--- src/rtl/tmr_pkg.sv ---
`timescale 1ns/1ps
package tmr_pkg;
  localparam int EXP_W = 3;
  localparam int PRE_W = 1 << EXP_W;   // divider up to 2^(2^EXP_W)

  localparam int OFS_CTRL  = 'h00;
  localparam int OFS_LOAD  = 'h04;
  localparam int OFS_COUNT = 'h08;

  // Packed MSB first so bit 0 is run, bit 6 is the free flag.
  typedef struct packed {
    logic             free_run;
    logic             mod_en;
    logic [EXP_W-1:0] div_exp;
    logic             auto_rld;
    logic             run;
  } tmr_ctrl_t;

  localparam int CTRL_W = $bits(tmr_ctrl_t);
endpackage

--- src/rtl/tmr_prescale.sv ---
`timescale 1ns/1ps
module tmr_prescale
  import tmr_pkg::*;
(
  input  logic             clk,
  input  logic             rst_n,
  input  logic             clear,
  input  logic             active,
  input  logic             ref_tick,
  input  logic [EXP_W-1:0] div_exp,
  output logic             ptick
);
  logic [PRE_W-1:0] pre_q, pre_d, lim;
  logic [EXP_W:0]   shamt;
  logic [PRE_W:0]   span;
  logic             adv, pre_en;

  always_comb begin
    shamt  = {1'b0, div_exp} + (EXP_W+1)'(1);
    span   = (PRE_W+1)'(1) << shamt;
    lim    = PRE_W'(span - (PRE_W+1)'(1));
    adv    = active & ref_tick;
    ptick  = adv & (pre_q >= lim);
    pre_en = clear | adv;
    if (clear)      pre_d = '0;
    else if (ptick) pre_d = '0;
    else            pre_d = pre_q + PRE_W'(1);
  end

  always_ff @(posedge clk or negedge rst_n) begin
    if (!rst_n)      pre_q <= '0;
    else if (pre_en) pre_q <= pre_d;
  end
endmodule

--- src/rtl/tmr_count.sv ---
`timescale 1ns/1ps
module tmr_count #(
  parameter int CNT_W = 32
) (
  input  logic             clk,
  input  logic             rst_n,
  input  logic             start,
  input  logic             active,
  input  logic             ptick,
  input  logic             auto_rld,
  input  logic [CNT_W-1:0] load,
  output logic [CNT_W-1:0] count,
  output logic             expire,
  output logic             irq
);
  logic [CNT_W-1:0] cnt_q, cnt_d;
  logic             at_zero, cnt_en, irq_q;

  always_comb begin
    at_zero = (cnt_q == '0);
    expire  = active & ptick & at_zero & ~start;
    cnt_en  = start | (active & ptick);
    if (start)        cnt_d = load;
    else if (at_zero) cnt_d = auto_rld ? load : '0;
    else              cnt_d = cnt_q - CNT_W'(1);
  end

  always_ff @(posedge clk or negedge rst_n) begin
    if (!rst_n)      cnt_q <= '0;
    else if (cnt_en) cnt_q <= cnt_d;
  end

  always_ff @(posedge clk or negedge rst_n) begin
    if (!rst_n) irq_q <= 1'b0;
    else        irq_q <= expire;
  end

  assign count = cnt_q;
  assign irq   = irq_q;
endmodule

--- src/rtl/tmr_regs.sv ---
`timescale 1ns/1ps
module tmr_regs
  import tmr_pkg::*;
#(
  parameter int CNT_W  = 32,
  parameter int ADDR_W = 8
) (
  input  logic              clk,
  input  logic              rst_n,
  input  logic              we,
  input  logic [ADDR_W-1:0] addr,
  input  logic [CNT_W-1:0]  wdata,
  input  logic              stop_req,
  input  logic [CNT_W-1:0]  count,
  output tmr_ctrl_t         ctrl,
  output logic [CNT_W-1:0]  load,
  output logic              start,
  output logic [CNT_W-1:0]  rdata
);
  tmr_ctrl_t        ctrl_q, ctrl_d;
  logic [CNT_W-1:0] load_q;
  logic             sel_ctrl, sel_load, sel_count, hit_ctrl, hit_load, ctrl_en;

  always_comb begin
    sel_ctrl  = (addr == ADDR_W'(OFS_CTRL));
    sel_load  = (addr == ADDR_W'(OFS_LOAD));
    sel_count = (addr == ADDR_W'(OFS_COUNT));
    hit_ctrl  = we & sel_ctrl;
    hit_load  = we & sel_load;
    start     = hit_ctrl & wdata[0] & ~ctrl_q.run;
    ctrl_en   = hit_ctrl | stop_req;
    ctrl_d    = ctrl_q;
    if (stop_req) ctrl_d.run = 1'b0;
    if (hit_ctrl) ctrl_d = tmr_ctrl_t'(wdata[CTRL_W-1:0]);
  end

  always_ff @(posedge clk or negedge rst_n) begin
    if (!rst_n)       ctrl_q <= '0;
    else if (ctrl_en) ctrl_q <= ctrl_d;
  end

  always_ff @(posedge clk or negedge rst_n) begin
    if (!rst_n)        load_q <= '0;
    else if (hit_load) load_q <= wdata;
  end

  always_comb begin
    if (sel_ctrl)       rdata = {{(CNT_W-CTRL_W){1'b0}}, ctrl_q};
    else if (sel_load)  rdata = load_q;
    else if (sel_count) rdata = count;
    else                rdata = '0;
  end

  assign ctrl = ctrl_q;
  assign load = load_q;
endmodule

--- src/rtl/prescaled_reload_timer.sv ---
`timescale 1ns/1ps
module prescaled_reload_timer
  import tmr_pkg::*;
#(
  parameter int CNT_W  = 32,
  parameter int ADDR_W = 8
) (
  input  logic              clk,
  input  logic              rst_n,
  input  logic              ref_tick,
  input  logic              reg_we,
  input  logic [ADDR_W-1:0] reg_addr,
  input  logic [CNT_W-1:0]  reg_wdata,
  output logic [CNT_W-1:0]  reg_rdata,
  output logic              irq
);
  tmr_ctrl_t        ctrl;
  logic [CNT_W-1:0] load_q, count_q;
  logic             start_pulse, active, ptick, expire, stop_req;

  assign active   = ctrl.run & ctrl.mod_en;
  assign stop_req = expire & ~ctrl.auto_rld;

  tmr_regs #(.CNT_W(CNT_W), .ADDR_W(ADDR_W)) u_regs (
    .clk      (clk),
    .rst_n    (rst_n),
    .we       (reg_we),
    .addr     (reg_addr),
    .wdata    (reg_wdata),
    .stop_req (stop_req),
    .count    (count_q),
    .ctrl     (ctrl),
    .load     (load_q),
    .start    (start_pulse),
    .rdata    (reg_rdata)
  );

  tmr_prescale u_pre (
    .clk      (clk),
    .rst_n    (rst_n),
    .clear    (start_pulse),
    .active   (active),
    .ref_tick (ref_tick),
    .div_exp  (ctrl.div_exp),
    .ptick    (ptick)
  );

  tmr_count #(.CNT_W(CNT_W)) u_cnt (
    .clk      (clk),
    .rst_n    (rst_n),
    .start    (start_pulse),
    .active   (active),
    .ptick    (ptick),
    .auto_rld (ctrl.auto_rld),
    .load     (load_q),
    .count    (count_q),
    .expire   (expire),
    .irq      (irq)
  );
endmodule

--- config.mk ---
export PLATFORM = sky130hd
export DESIGN_NAME = prescaled_reload_timer
export DESIGN_NICKNAME = d
export VERILOG_FILES = /design/src/rtl/tmr_pkg.sv /design/src/rtl/tmr_prescale.sv /design/src/rtl/tmr_count.sv /design/src/rtl/tmr_regs.sv /design/src/rtl/prescaled_reload_timer.sv
export SDC_FILE = /design/constraint.sdc
export NUM_CORES = 1
export LEC_CHECK = 0
export ABC_AREA = 1
export BUFFER_PORTS_ARGS = -buffer_cell sky130_fd_sc_hd__buf_2
export CAP_MARGIN = 20
export CORE_UTILIZATION = 50
export CTS_CLUSTER_SIZE = 10
export DETAILED_ROUTE_END_ITERATION = 16
export GPL_TIMING_DRIVEN = 0
export PLACE_DENSITY = 0.86
export RECOVER_POWER = 50
export SLEW_MARGIN = 5
export SYNTH_ARGS = -nofsm -noshare
export SYNTH_HDL_FRONTEND = slang
export SYNTH_SLANG_ARGS = --single-unit
--- constraint.sdc ---
create_clock -name clk -period 2.55 [get_ports clk]
set_clock_uncertainty 0.15 [all_clocks]
set_input_delay 0.765 -clock clk [delete_from_list [all_inputs] [get_ports clk]]
set_output_delay 0.765 -clock clk [all_outputs]
set_load 0.01 [all_outputs]
After elaboration in Yosys (flattened, before gate mapping)
Index checks and enable logic that the tools add are counted.
Widths: inputs -> output; s select.
- add/sub/neg operators: 4
- multiply operators: 0
- div/mod/pow operators: 0
- $lt $le $gt $ge: 1
- eq/ne operators: 2
- shift-type cells: 1
- multiplexer cells: 10
- bitwise gates (word level): 17
- reductions and logical operators: 5
- operators by type and width (kind ; count):
    $mux 32 ; 6
    $logic_not 32->1 ; 1
    $sub 32x1->32 const B ; 1
    $mux 8 ; 2
    $and 1x1->1 ; 11
    $add 8x1->8 const B ; 1
    $eq 8x3->1 const B ; 1
    $eq 8x4->1 const B ; 1
    $ge 8x8->1 ; 1
    $logic_not 8->1 ; 1
    $shl 1x4->8 const A ; 1
    $sub 8x1->8 const B ; 1
    $add 3x1->4 const B ; 1
    $reduce_and 2->1 ; 2
    $not 1->1 ; 3
    $or 1x1->1 ; 3
    $mux 1 ; 2
    $reduce_bool 2->1 ; 1
- bits in registers: 80
- bits in latches: 0
- bits in writable memories: 0
- memory bits (read-only): 0
- bits of input ports: 44
- output and inout bits: 33
- word-level logic and storage cells: 49
- memories kept: 0

Logic depth before layout (Yosys ltp)
- depth after elaboration: 11
- gate-level depth with buffers: 19
- mapped depth without buffers: 19

By module
From an unflattened synthesis, not the netlist that was laid out.
- cell total of the unflattened synthesis: 784
- area, all modules: 5435.2 um^2
- modules (own cells, without submodules) (module ; times used ; cells each ; area each (um^2) ; sequential area each (um^2)):
    tmr_count ; 1 ; 401 ; 2641.3 ; 825.8
    tmr_regs ; 1 ; 282 ; 2088.3 ; 975.9
    tmr_prescale ; 1 ; 97 ; 688.2 ; 200.2
    prescaled_reload_timer ; 1 ; 4 ; 17.5 ; 0.0

Worst setup path after synthesis
OpenSTA, ideal clock, no wires.
- kind: input port to output port
- start: input reg_addr[7]
- end: output reg_rdata[30]
- arrival time: 1730 ps
- data required time: 1635 ps
- path slack: -95 ps
- stages: 6
- buffers on the path: 1
- path through: nor2_1 -> nand2_1 -> inv_1 -> nand4_1 -> clkbuf_1 -> o21ai_0
- word-level cells in the longest chain between the ends: 4
- elaborated cells between the ends (all ways): 6
- those cells by class: eq/ne (2); mux (3); reduce/logical (1)
- ends and longest elaborated chain (item ; line ; source):
    start, declared ; prescaled_reload_timer.sv:12 ; input logic [ADDR_W-1:0] reg_addr,
    $eq 8x4->1 ; tmr_regs.sv:27 ; sel_count = (addr == ADDR_W'(OFS_COUNT));
    $mux 32 ; tmr_regs.sv:50 ; else if (sel_count) rdata = count;
    $mux 32 ; tmr_regs.sv:49 ; else if (sel_load) rdata = load_q;
    $mux 32 (*) ; tmr_regs.sv:48 ; if (sel_ctrl) rdata = {{(CNT_W-CTRL_W){1'b0}}, ctrl_q};
    end, declared ; prescaled_reload_timer.sv:14 ; output logic [CNT_W-1:0] reg_rdata,
Every way passes the cells marked *; elsewhere a longest branch is shown, timed or not.

Final worst setup path
- start: register u_regs.ctrl_q (netlist bit u_regs.ctrl[2])
- end: register u_cnt.cnt_q[3] (netlist: u_cnt.count[3])
- word-level cells in the longest chain between the ends: 7
- ends and longest elaborated chain (item ; line ; source):
    start, declared ; tmr_regs.sv:20 ; tmr_ctrl_t ctrl_q, ctrl_d;
    start signal, assigned ; tmr_regs.sv:39 ; else if (ctrl_en) ctrl_q <= ctrl_d;
    $add 3x1->4 ; tmr_prescale.sv:19 ; shamt = {1'b0, div_exp} + (EXP_W+1)'(1);
    $shl 1x4->8 ; tmr_prescale.sv:20 ; span = (PRE_W+1)'(1) << shamt;
    $sub 8x1->8 ; tmr_prescale.sv:21 ; lim = PRE_W'(span - (PRE_W+1)'(1));
    $ge 8x8->1 ; tmr_prescale.sv:23 ; ptick = adv & (pre_q >= lim);
    $and 1x1->1 ; tmr_prescale.sv:23 ;
    $and 1x1->1 ; tmr_count.sv:22 ; cnt_en = start | (active & ptick);
    $or 1x1->1 ; tmr_count.sv:22 ;
    end signal, assigned ; tmr_count.sv:30 ; else if (cnt_en) cnt_q <= cnt_d;
    end, declared ; tmr_count.sv:16 ; logic [CNT_W-1:0] cnt_q, cnt_d;
Every way passes these cells.
A chain may end at the register's enable or synchronous reset.

==> impl_metrics.ini <==
[sta]
post-route-min-period_ns = 2.89
setup_viol = 73
rsz0062_at_grt = true
max_freq_mhz = 346
worstMarginPinSlew_ns = 0.983
finalHoldViolCount = 0
timing.final.ws_setup_ns = -0.338
period_share = 1.13
finalSetupTns_ns = -18.51
max_slew_margin = 0.344
slew_viol_final = 0

[setup_path]
worstSetupPathType = flop to flop
rrSetupSlack_ns = -0.34
crit_required_ns = 2.67
crit_path_end_kind = flop
arrival_ns = 3.00
cp_max_fo = 5
worstSetupStartpointType = flop

[placed_design]
gp_congestion = 0.980
port_buffers = 76
hpwlAfterDp_um = 10600
place_area_um2 = 5870

[floorplan]
pin_count = 77
core_um2 = 10300
die_w_um = 105
initial_utilization = 0.511
die-area_um2 = 10900
rows = 37
die_h_um = 105

[route]
antenna_left = 0
routed_via_density = 5.91
drtPass1Iterations = 6
drc_errors = 0
drtIter0Drc = 668
wl_per_cell_um = 18.7
wirelength_um = 18600
num_vias = 5888

[yosys]
ys_ff_latch = 80
synth_edf_count = 0
synth_top_area_share = 0.381
yosysWarnings = 0
synth_commonest_cells = nand2_1 (254), dfrtp_1 (80), nor2_1 (80)
async_reset_ff_frac = 1.00
avgSynthCellArea_um2 = 7.10
synthCells = 740
synth_most_common_cell = nand2_1
netlist-cell-type-count = 34
postSynth.topFlopCell = dfrtp_1
yosys-top-cells-area = dfrtp_1 (38%), nand2_1 (18%), nor2_1 (5.7%)
yosysSeqAreaShare = 0.381
netlist_area_um2 = 5250
yosysTopAreaCell = dfrtp_1

[run]
max_cap_violations = 0

[global_route]
track_usage = 0.313
grt_pass1_vias = 5528
grt_max_degree = 65
antenna_found_initial = 0
grt_pass1_wl_um = 26900
overflow = 0
grt.busiest_layer = met2
grtUsageMet2 = 0.488
met1_usage = 0.398
grt_use_met3 = 0.0652

[clocking]
clock_latency_ns = 0.38
cts_tree = yes
cts_root_buf = clkbuf_8
cts_sinks = 80
htreeDepth = 3
clock_path_buffers = 2
clk_pin_slew_ns = 0.10
cts_inserted_buffers = 9

[run_status]
status = complete, but fails checks
violations = setup timing

[cells_and_area]
multi_input_comb_area_um2 = 3440
drive_gt1_frac = 0.350
syn_to_final_growth_pct = 37.5
seq_area_um2 = 2000
finalInstanceArea_um2 = 7220
fin_nets = 912
antenna_cells = 0
fill_cells = 748

[power]
leakage_nw = 3.66
power_density_nw_per_um2 = 387
vdd_ir_drop_max_uv = 264

[min_path]
min_path_type = input pin to async pin
## repair_timing
item / in CTS / in global routing
pin swaps: 35 / 39
setup buffers: 17 / 3
endpoints found under the hold margin: 0 / 0
setup endpoints to repair: 71 / 73
resized for setup: 127 / 115
gates cloned: 7 / 3
hold buffers: 0 / 0
## cells in the final DEF, fill, tap and decap left out, types with 4 or more instances in the layout
cell type	count
nand3_1	38
mux2_1	9
o21ai_0	17
nor3_1	4
nand2_4	17
nor2_4	7
nand4_1	7
xor2_1	21
mux2_2	15
o211ai_1	7
buf_4	10
buf_12	5
nand2_2	48
dfrtp_1	78
buf_8	7
clkbuf_16	4
clkbuf_8	10
o21ai_1	20
nand2_1	196
nand3_2	14
nor2_1	73
a21oi_1	5
o21ai_2	18
ha_1	10
inv_6	5
buf_2	72
inv_1	65
inv_2	6
nor2_2	8
nand3_4	6
buf_16	4
buf_6	18
## registers in the layout, indices dropped and copies added, names as in the netlist
name / count
u_regs.load: 32
u_pre.pre_q: 8
u_regs.ctrl: 7
u_cnt.count: 32
u_cnt.irq: 1
## per-layer routing
metal  vias to the layer above  part of all wire
li1                       2585                 -
met1                      2749              0.37
met4                         0             0.067
met2                       430              0.46
met3                       124              0.10
met5                         -                 0
## worst max-delay path, stage by stage (launching register included)
cell and delay, ns:
dfrtp_1 0.40, nor2_2 0.16, nand2_1 0.11, ha_2 0.21, inv_4 0.08, nand3_1 0.08
nand2_1 0.07, inv_2 0.05, ha_4 0.26, nand2_4 0.06, nor2_1 0.20, nand2_2 0.12
nand2_2 0.11, nand2_4 0.08, nand2_8 0.14, buf_12 0.13, clkinv_8 0.06, buf_6 0.15
nand2_2 0.07, nand3_2 0.07
## worst paths after layout
| check | cells after the start | endpoint | startpoint |
|---|---|---|---|
| setup reg to reg | 19 | u_cnt.count[3] | u_regs.ctrl[2] |
| max in group asynchronous | 2 | u_regs.load[29] | rst_n |
| setup / recovery | 19 | u_cnt.count[3] | u_regs.ctrl[2] |
| min in group clk | 2 | u_cnt.count[1] | u_cnt.count[1] |
| hold reg to reg | 2 | u_cnt.count[1] | u_cnt.count[1] |
| hold / removal | 1 | u_regs.load[5] | rst_n |
## layout make-up
type / instances / share of cell area
Buffer: 23 / 0.0367
Clock buffer: 9 / 0.0172
Clock inverter: 7 / 0.0113
Inverter: 74 / 0.0412
Multi-Input combinational cell: 564 / 0.477
Sequential cell: 80 / 0.278
Tap cell: 136 / 0.0236
Timing Repair Buffer: 104 / 0.116
## metrics by stage
step                      power [W]   util  worst slack (ns)  hold slack [ns]  cells
after CTS                   0.00273  0.656            -0.252            0.101    993
after global placement      0.00168  0.568            -0.481            0.328    953
after global routing        0.00289  0.703            -0.400            0.402    997
after floorplan             0.00157      -           -0.0308            0.303    741
after detailed placement    0.00169  0.571            -0.471            0.340    954
final                       0.00280  0.703            -0.338            0.363    997
## kinds of logic after synthesis
logic type                 Yosys count  synth area share
xor gates and xnor gates            23            0.0383
buffers and inverters               97            0.0772
and+or+nand+nor                    429             0.345
muxes                               24            0.0514
DFF                                 80             0.381
other                                1          0.000714
adders and majority gates           12            0.0286
AOI/OAI and AO/OA                   74            0.0781
## power breakdown
part / switching (W) / internal, W
sequential: 0.0000557 / 0.00132
clock: 0.000559 / 0.000470
combinational: 0.000238 / 0.000156
total: 0.000852 / 0.00195
No activity file was read; power rests on OpenSTA's default activity.
